File: src/rtl/amp_sel_pkg.sv
// Shared types for the amplitude selector.
// Assumes: consumers use amp_src_e only for the output source choice.
package amp_sel_pkg;
    typedef enum logic [1:0] {
        SRC_BYPASS  = 2'd0,
        SRC_PROFILE = 2'd1,
        SRC_ZERO    = 2'd2
    } amp_src_e;
endpackage

File: src/rtl/amp_sync.sv
// Two-flop synchronizer for a bus of independent asynchronous inputs.
// Assumes: each bit is treated on its own, so no multi-bit coherence is guaranteed.
module amp_sync #(
    parameter int W = 1
) (
    input  logic         clk,
    input  logic         rst_n,
    input  logic [W-1:0] d_async,
    output logic [W-1:0] d_sync
);
    logic [W-1:0] stage1;

    // Two register stages; both clear on reset.
    always_ff @(posedge clk) begin
        if (!rst_n) begin
            stage1 <= '0;
            d_sync <= '0;
        end else begin
            stage1 <= d_async;
            d_sync <= stage1;
        end
    end
endmodule

File: src/rtl/amp_regs.sv
// Profile and control register file with a synchronous write port.
// Assumes: addresses below NUM_PROF hit profiles, address NUM_PROF hits the
// control register, and all higher addresses are unused.
module amp_regs #(
    parameter int AMP_W      = 12,
    parameter int NUM_PROF   = 8,
    parameter int DATA_W     = 32,
    parameter int ADDR_W     = 4,
    parameter int SCALE_LSB  = 16,
    parameter int OSK_EN_BIT = 8,
    parameter int EXT_EN_BIT = 9
) (
    input  logic                            clk,
    input  logic                            rst_n,
    input  logic                            wr_en,
    input  logic [ADDR_W-1:0]               wr_addr,
    input  logic [DATA_W-1:0]               wr_data,
    output logic [NUM_PROF-1:0][AMP_W-1:0]  prof_scale,
    output logic                            osk_en,
    output logic                            ext_en
);
    localparam logic [ADDR_W-1:0] CTRL_ADDR = ADDR_W'(NUM_PROF);

    logic ctrl_hit;
    assign ctrl_hit = wr_en && (wr_addr == CTRL_ADDR);

    // One scale-factor register per profile.
    for (genvar p = 0; p < NUM_PROF; p++) begin : g_prof
        always_ff @(posedge clk) begin
            if (!rst_n)
                prof_scale[p] <= '0;
            else if (wr_en && (wr_addr == ADDR_W'(p)))
                prof_scale[p] <= wr_data[SCALE_LSB +: AMP_W];
        end
    end

    // Control register holding the two keying enables.
    always_ff @(posedge clk) begin
        if (!rst_n) begin
            osk_en <= 1'b0;
            ext_en <= 1'b0;
        end else if (ctrl_hit) begin
            osk_en <= wr_data[OSK_EN_BIT];
            ext_en <= wr_data[EXT_EN_BIT];
        end
    end

    AST_CTRL_HOLD: assert property (@(posedge clk) disable iff (!rst_n)
        !(wr_en && (wr_addr == CTRL_ADDR)) |=> $stable({osk_en, ext_en}));
endmodule

File: src/rtl/amp_out_mux.sv
// Picks the amplitude source and registers the output word.
// Assumes: pin and scale inputs are already synchronous to clk.
module amp_out_mux
    import amp_sel_pkg::*;
#(
    parameter int AMP_W = 12
) (
    input  logic             clk,
    input  logic             rst_n,
    input  logic             osk_en,
    input  logic             ext_en,
    input  logic             pin_s,
    input  logic [AMP_W-1:0] scale_sel,
    input  logic [AMP_W-1:0] amp_bypass,
    output logic [AMP_W-1:0] amp_out
);
    amp_src_e src;

    // Source priority: keying path first, pass-through last.
    always_comb begin
        if (!osk_en)
            src = SRC_BYPASS;
        else if (ext_en && !pin_s)
            src = SRC_ZERO;
        else
            src = SRC_PROFILE;
    end

    // Output register driven from the chosen source.
    always_ff @(posedge clk) begin
        if (!rst_n)
            amp_out <= '0;
        else begin
            case (src)
                SRC_PROFILE: amp_out <= scale_sel;
                SRC_ZERO:    amp_out <= '0;
                default:     amp_out <= amp_bypass;
            endcase
        end
    end

    AST_ZERO_GATE: assert property (@(posedge clk) disable iff (!rst_n)
        (osk_en && ext_en && !pin_s) |=> (amp_out == '0));
    AST_PIN_PASS: assert property (@(posedge clk) disable iff (!rst_n)
        (osk_en && ext_en && pin_s) |=> (amp_out == $past(scale_sel)));
endmodule

File: src/rtl/amp_profile_select.sv
// Top of the amplitude selector: synchronizers, register file, output mux.
// Assumes: prof_sel and osk_pin are asynchronous, everything else is on clk.
module amp_profile_select #(
    parameter int AMP_W      = 12,
    parameter int NUM_PROF   = 8,
    parameter int DATA_W     = 32,
    parameter int SCALE_LSB  = 16,
    parameter int OSK_EN_BIT = 8,
    parameter int EXT_EN_BIT = 9,
    localparam int SEL_W     = $clog2(NUM_PROF),
    localparam int ADDR_W    = SEL_W + 1
) (
    input  logic              clk,
    input  logic              rst_n,
    input  logic              wr_en,
    input  logic [ADDR_W-1:0] wr_addr,
    input  logic [DATA_W-1:0] wr_data,
    input  logic [SEL_W-1:0]  prof_sel,
    input  logic              osk_pin,
    input  logic [AMP_W-1:0]  amp_bypass,
    output logic [AMP_W-1:0]  amp_out
);
    logic [SEL_W:0]                   sync_in, sync_out;
    logic [SEL_W-1:0]                 sel_s;
    logic                             pin_s;
    logic [NUM_PROF-1:0][AMP_W-1:0]   prof_scale;
    logic                             osk_en, ext_en;
    logic [AMP_W-1:0]                 scale_sel;

    assign sync_in = {osk_pin, prof_sel};
    assign sel_s   = sync_out[SEL_W-1:0];
    assign pin_s   = sync_out[SEL_W];

    amp_sync #(.W(SEL_W + 1)) i_sync (
        .clk     (clk),
        .rst_n   (rst_n),
        .d_async (sync_in),
        .d_sync  (sync_out)
    );

    amp_regs #(
        .AMP_W      (AMP_W),
        .NUM_PROF   (NUM_PROF),
        .DATA_W     (DATA_W),
        .ADDR_W     (ADDR_W),
        .SCALE_LSB  (SCALE_LSB),
        .OSK_EN_BIT (OSK_EN_BIT),
        .EXT_EN_BIT (EXT_EN_BIT)
    ) i_regs (
        .clk        (clk),
        .rst_n      (rst_n),
        .wr_en      (wr_en),
        .wr_addr    (wr_addr),
        .wr_data    (wr_data),
        .prof_scale (prof_scale),
        .osk_en     (osk_en),
        .ext_en     (ext_en)
    );

    // Scale factor of the profile chosen by the synchronized select.
    always_comb begin
        scale_sel = prof_scale[sel_s];
    end

    amp_out_mux #(.AMP_W(AMP_W)) i_mux (
        .clk        (clk),
        .rst_n      (rst_n),
        .osk_en     (osk_en),
        .ext_en     (ext_en),
        .pin_s      (pin_s),
        .scale_sel  (scale_sel),
        .amp_bypass (amp_bypass),
        .amp_out    (amp_out)
    );

    AST_RESET_CLEAR: assert property (@(posedge clk)
        !rst_n |=> (amp_out == '0 && !osk_en));
    AST_BYPASS_FWD: assert property (@(posedge clk) disable iff (!rst_n)
        !osk_en |=> (amp_out == $past(amp_bypass)));
    AST_INT_ONLY: assert property (@(posedge clk) disable iff (!rst_n)
        (osk_en && !ext_en) |=> (amp_out == $past(scale_sel)));
endmodule

File: config.mk
export PLATFORM = sky130hd
export DESIGN_NAME = amp_profile_select
export DESIGN_NICKNAME = d
export VERILOG_FILES = /design/src/rtl/amp_sel_pkg.sv /design/src/rtl/amp_sync.sv /design/src/rtl/amp_regs.sv /design/src/rtl/amp_out_mux.sv /design/src/rtl/amp_profile_select.sv
export SDC_FILE = /design/constraint.sdc
export NUM_CORES = 1
export LEC_CHECK = 0
export ABC_AREA = 1
export BUFFER_PORTS_ARGS = -buffer_cell sky130_fd_sc_hd__buf_4
export CAP_MARGIN = 20
export CORE_MARGIN = 3
export CORE_UTILIZATION = 40
export DETAILED_ROUTE_END_ITERATION = 7
export REMOVE_ABC_BUFFERS = 1
export SKIP_CTS_REPAIR_TIMING = 1
export SLEW_MARGIN = 30
export SYNTH_ARGS = -nofsm -noshare
export SYNTH_HDL_FRONTEND = slang
export SYNTH_SLANG_ARGS = --single-unit
File: constraint.sdc
create_clock -name clk -period 1.5 [get_ports clk]
set_clock_uncertainty 0.1 [all_clocks]
set_input_delay 0.15 -clock clk [delete_from_list [all_inputs] [get_ports clk]]
set_output_delay 0.15 -clock clk [all_outputs]
set_load 0.005 [all_outputs]
==> impl_metrics.env <==
export IMPL_critical_path_cell_chain="buf_4 -> inv_1 -> nor3_4 -> nand2_1 -> buf_4 -> o21ai_0 -> dlygate4sd3_1 -> a21oi_1"
export IMPL_area_growth_pct=27.68
export IMPL_crit_slowest_cell="dlygate4sd3_1"
export IMPL_max_stage_delay_ps=570
export IMPL_hold_viol=12
export IMPL_setup_viol=0
export IMPL_core_mm2=0.01216
export IMPL_p_sw_share_pct=22.17
export IMPL_required_ps=1700
export IMPL_rr_worst_depth=7
export IMPL_violations="negative hold slack"
export IMPL_combPwrFrac_pct=8.5
export IMPL_outcome="complete, but fails checks"
export IMPL_clock_path_buffers=2
export IMPL_timing_rr_start="i_sync.d_sync[0]$_SDFF_PN0_"
export IMPL_routed_wl_um=13960
export IMPL_seqPwrFrac_pct=42.2
export IMPL_layout_common_cells="nand2_1 (121), dfxtp_1 (117), inv_1 (113), a21oi_1 (108), o21ai_0 (101)"
export IMPL_track_usage_pct=20.19
export IMPL_grt_pass1_wl_um=22190
export IMPL_dieArea_mm2=0.01395
export IMPL_num_vias=4794
export IMPL_cts_sinks=118
export IMPL_reg2reg_slack_ps=170
export IMPL_holdWs_ps=-20.47
export IMPL_yosys_area_top_type_share_pct=47.00
export IMPL_cts_made_buffers=17
export IMPL_setup_tns_final_ps=0
export IMPL_maxCapViolations=0
export IMPL_detail_route_antenna_nets=0
export IMPL_drive_gt1_share_pct=12.67
export IMPL_numPortBuffers=48
export IMPL_dr_pass1_iters=5
export IMPL_hold_start="wr_data[18]"
export IMPL_dp_hpwl_um=8160
export IMPL_p_sw_w=0.001707
export IMPL_endpoint_kind="register"
export IMPL_die_y_um=118.1
export IMPL_final_common_cell="nand2_1"
export IMPL_num_rows=40
export IMPL_hold_path_class="in2reg"
export IMPL_p_per_area_mw_per_mm2=1200
export IMPL_slew_viol_final=0
export IMPL_vias_per_cell=5.009
export IMPL_htreeDepth=4
export IMPL_arrival_ps=1630
export IMPL_fin_crit_sh_pct=95.41
export IMPL_hold_end="i_regs.prof_scale[38]$_SDFFE_PN0P_"
export IMPL_io_pins=67
export IMPL_worst_pin_slew_ps=725.4
export IMPL_first_global_vias=4536
export IMPL_timing_rr_end="i_mux.amp_out[7]$_SDFF_PN0_"
export IMPL_wl_per_cell_um=14.58
export IMPL_avgSynthCellArea_um2=7.109
export IMPL_antenna_found_initial=0
export IMPL_die_w_um=118.1
export IMPL_path_clk_slew_ps=50
export IMPL_yosysTopAreaCell="dfxtp_1"
export IMPL_num_antenna_cells=0
export IMPL_synthDistinctLibCells=15
export IMPL_fin_crit_ps=1431
export IMPL_postSynthCellCount=707
export IMPL_p_clk_share_pct=49.3
export IMPL_path_max_fanout=24
export IMPL_cpMostUsedCell="buf_4"
export IMPL_intPower_w=0.005993
export IMPL_nNetsFinal=832
export IMPL_whs_path_depth=3
export IMPL_multiInputGateArea_mm2=0.001986
export IMPL_start_kind="primary input"
export IMPL_utilization_pct=52.77
export IMPL_max_freq_ghz=0.6987
export IMPL_cts_root_buf="clkbuf_16"
export IMPL_ys_warn_count=0
export IMPL_path_class="in2reg"
export IMPL_gp_congestion=0.7652
export IMPL_overflow=0
export IMPL_ys_seq_area_share_pct=47.00
export IMPL_power_total_w=0.007700
export IMPL_maxSlewHeadroom_pct=51.59
export IMPL_leakagePower_nw=2.725
export IMPL_start_util_pct=41.33
export IMPL_clock_latency_ps=420
export IMPL_peakVddDrop_mv=0.5591
export IMPL_ys_seq_elements=118
export IMPL_fillCellCount=1172
export IMPL_drt_drc_violations_left=0
export IMPL_drtIter0Drc=359
export IMPL_netlist_top_cells_area="dfxtp_1 (47%), a21oi_1 (11%), o21ai_0 (10%)"
export IMPL_cts_tree="yes"
export IMPL_grt_setup_unrepaired="no"
export IMPL_netlist_area_mm2=0.005026
export IMPL_grt_max_degree=60
export IMPL_seqCellArea_mm2=0.002364
[worst max path at each step]
| stage | from | endpoint | slack, ps | depth (start not counted) |
|---|---|---|---|---|
| 2_1_floorplan | i_sync.d_sync[0]$_SDFF_PN0_ | i_mux.amp_out[0]$_SDFF_PN0_ | -780 | 6 |
| 3_3_place_gp | i_sync.d_sync[0]$_SDFF_PN0_ | i_mux.amp_out[4]$_SDFF_PN0_ | 120 | 6 |
| 3_5_place_dp | i_sync.d_sync[0]$_SDFF_PN0_ | i_mux.amp_out[9]$_SDFF_PN0_ | 120 | 6 |
| 4_1_cts | i_sync.d_sync[0]$_SDFF_PN0_ | i_mux.amp_out[9]$_SDFF_PN0_ | 100 | 6 |
| 5_1_grt | wr_addr[2] | i_regs.prof_scale[81]$_SDFFE_PN0P_ | 30 | 8 |
| 6_report | wr_addr[2] | i_regs.prof_scale[81]$_SDFFE_PN0P_ | 70 | 8 |
[cell type report]
type / count / share of cell area, %
well taps: 168 / 3.276
repair buffers: 99 / 13.61
clock buffers: 28 / 8.052
inverters: 114 / 6.668
clock inverters: 3 / 0.6239
multi-input cells: 427 / 30.94
flip-flops and latches: 118 / 36.83
[sequential cells by signal, summed over array words and instances, names as in the netlist]
register,flops
i_regs.ext_en,1
i_sync.d_sync,4
i_regs.osk_en,1
i_regs.prof_scale,96
i_sync.stage1,4
i_mux.amp_out,12
[layer usage]
layer  share of wire (%)  routed length, um  global-route usage (%)  up-vias
met5                   0                  0                       0        -
met4                 1.8                245                   9.158        0
met3                 5.9                830                   4.421       23
met2                  48               6729                   34.62      148
met1                  44               6151                   24.06     2205
li1                    -                  -                       -     2418
[through the flow]
step | instance area (um^2) | setup WS (ps) | cells
2_1_floorplan | 4776 | -783.4 | 659
5_1_grt | 6417 | 27.89 | 957
3_3_place_gp | 5589 | 116.5 | 899
4_1_cts | 6146 | 98.63 | 930
6_report | 6417 | 68.86 | 957
3_5_place_dp | 5589 | 124.9 | 899
[kinds of logic after synthesis]
kind of cell / count (synthesis) / share of synthesized area [%]
simple gates: 218 / 18.70
compound gates: 209 / 20.81
buf+inv: 162 / 13.49
flops: 118 / 47.00
[Yosys cell counts]
master and count:
a21oi_1 108, buf_1 1, buf_2 20, buf_4 4
buf_6 4, clkbuf_1 19, dfxtp_1 118, inv_1 113
inv_2 1, nand2_1 121, nand3_1 85, nand4_1 1
nor2_1 10, nor3_4 1, o21ai_0 101
[worst max-delay path, delay by kind of cell]
kind / cells / cell delay (ps)
buffers and inverters: 4 / 940
and+or+nand+nor: 2 / 300
AOI/OAI and AO/OA: 2 / 210
[power by group through the flow]
stage | combinational [W] | sequential, W | clock, W
finish | 0.000653 | 0.00325 | 0.00379
global route | 0.000733 | 0.00326 | 0.00401
CTS | 0.000597 | 0.00325 | 0.00389
detailed placement | 0.000594 | 0.00332 | 0
global placement | 0.000580 | 0.00331 | 0
floorplan | 0.000272 | 0.00333 | 0
No activity file was read; power rests on OpenSTA's default activity.
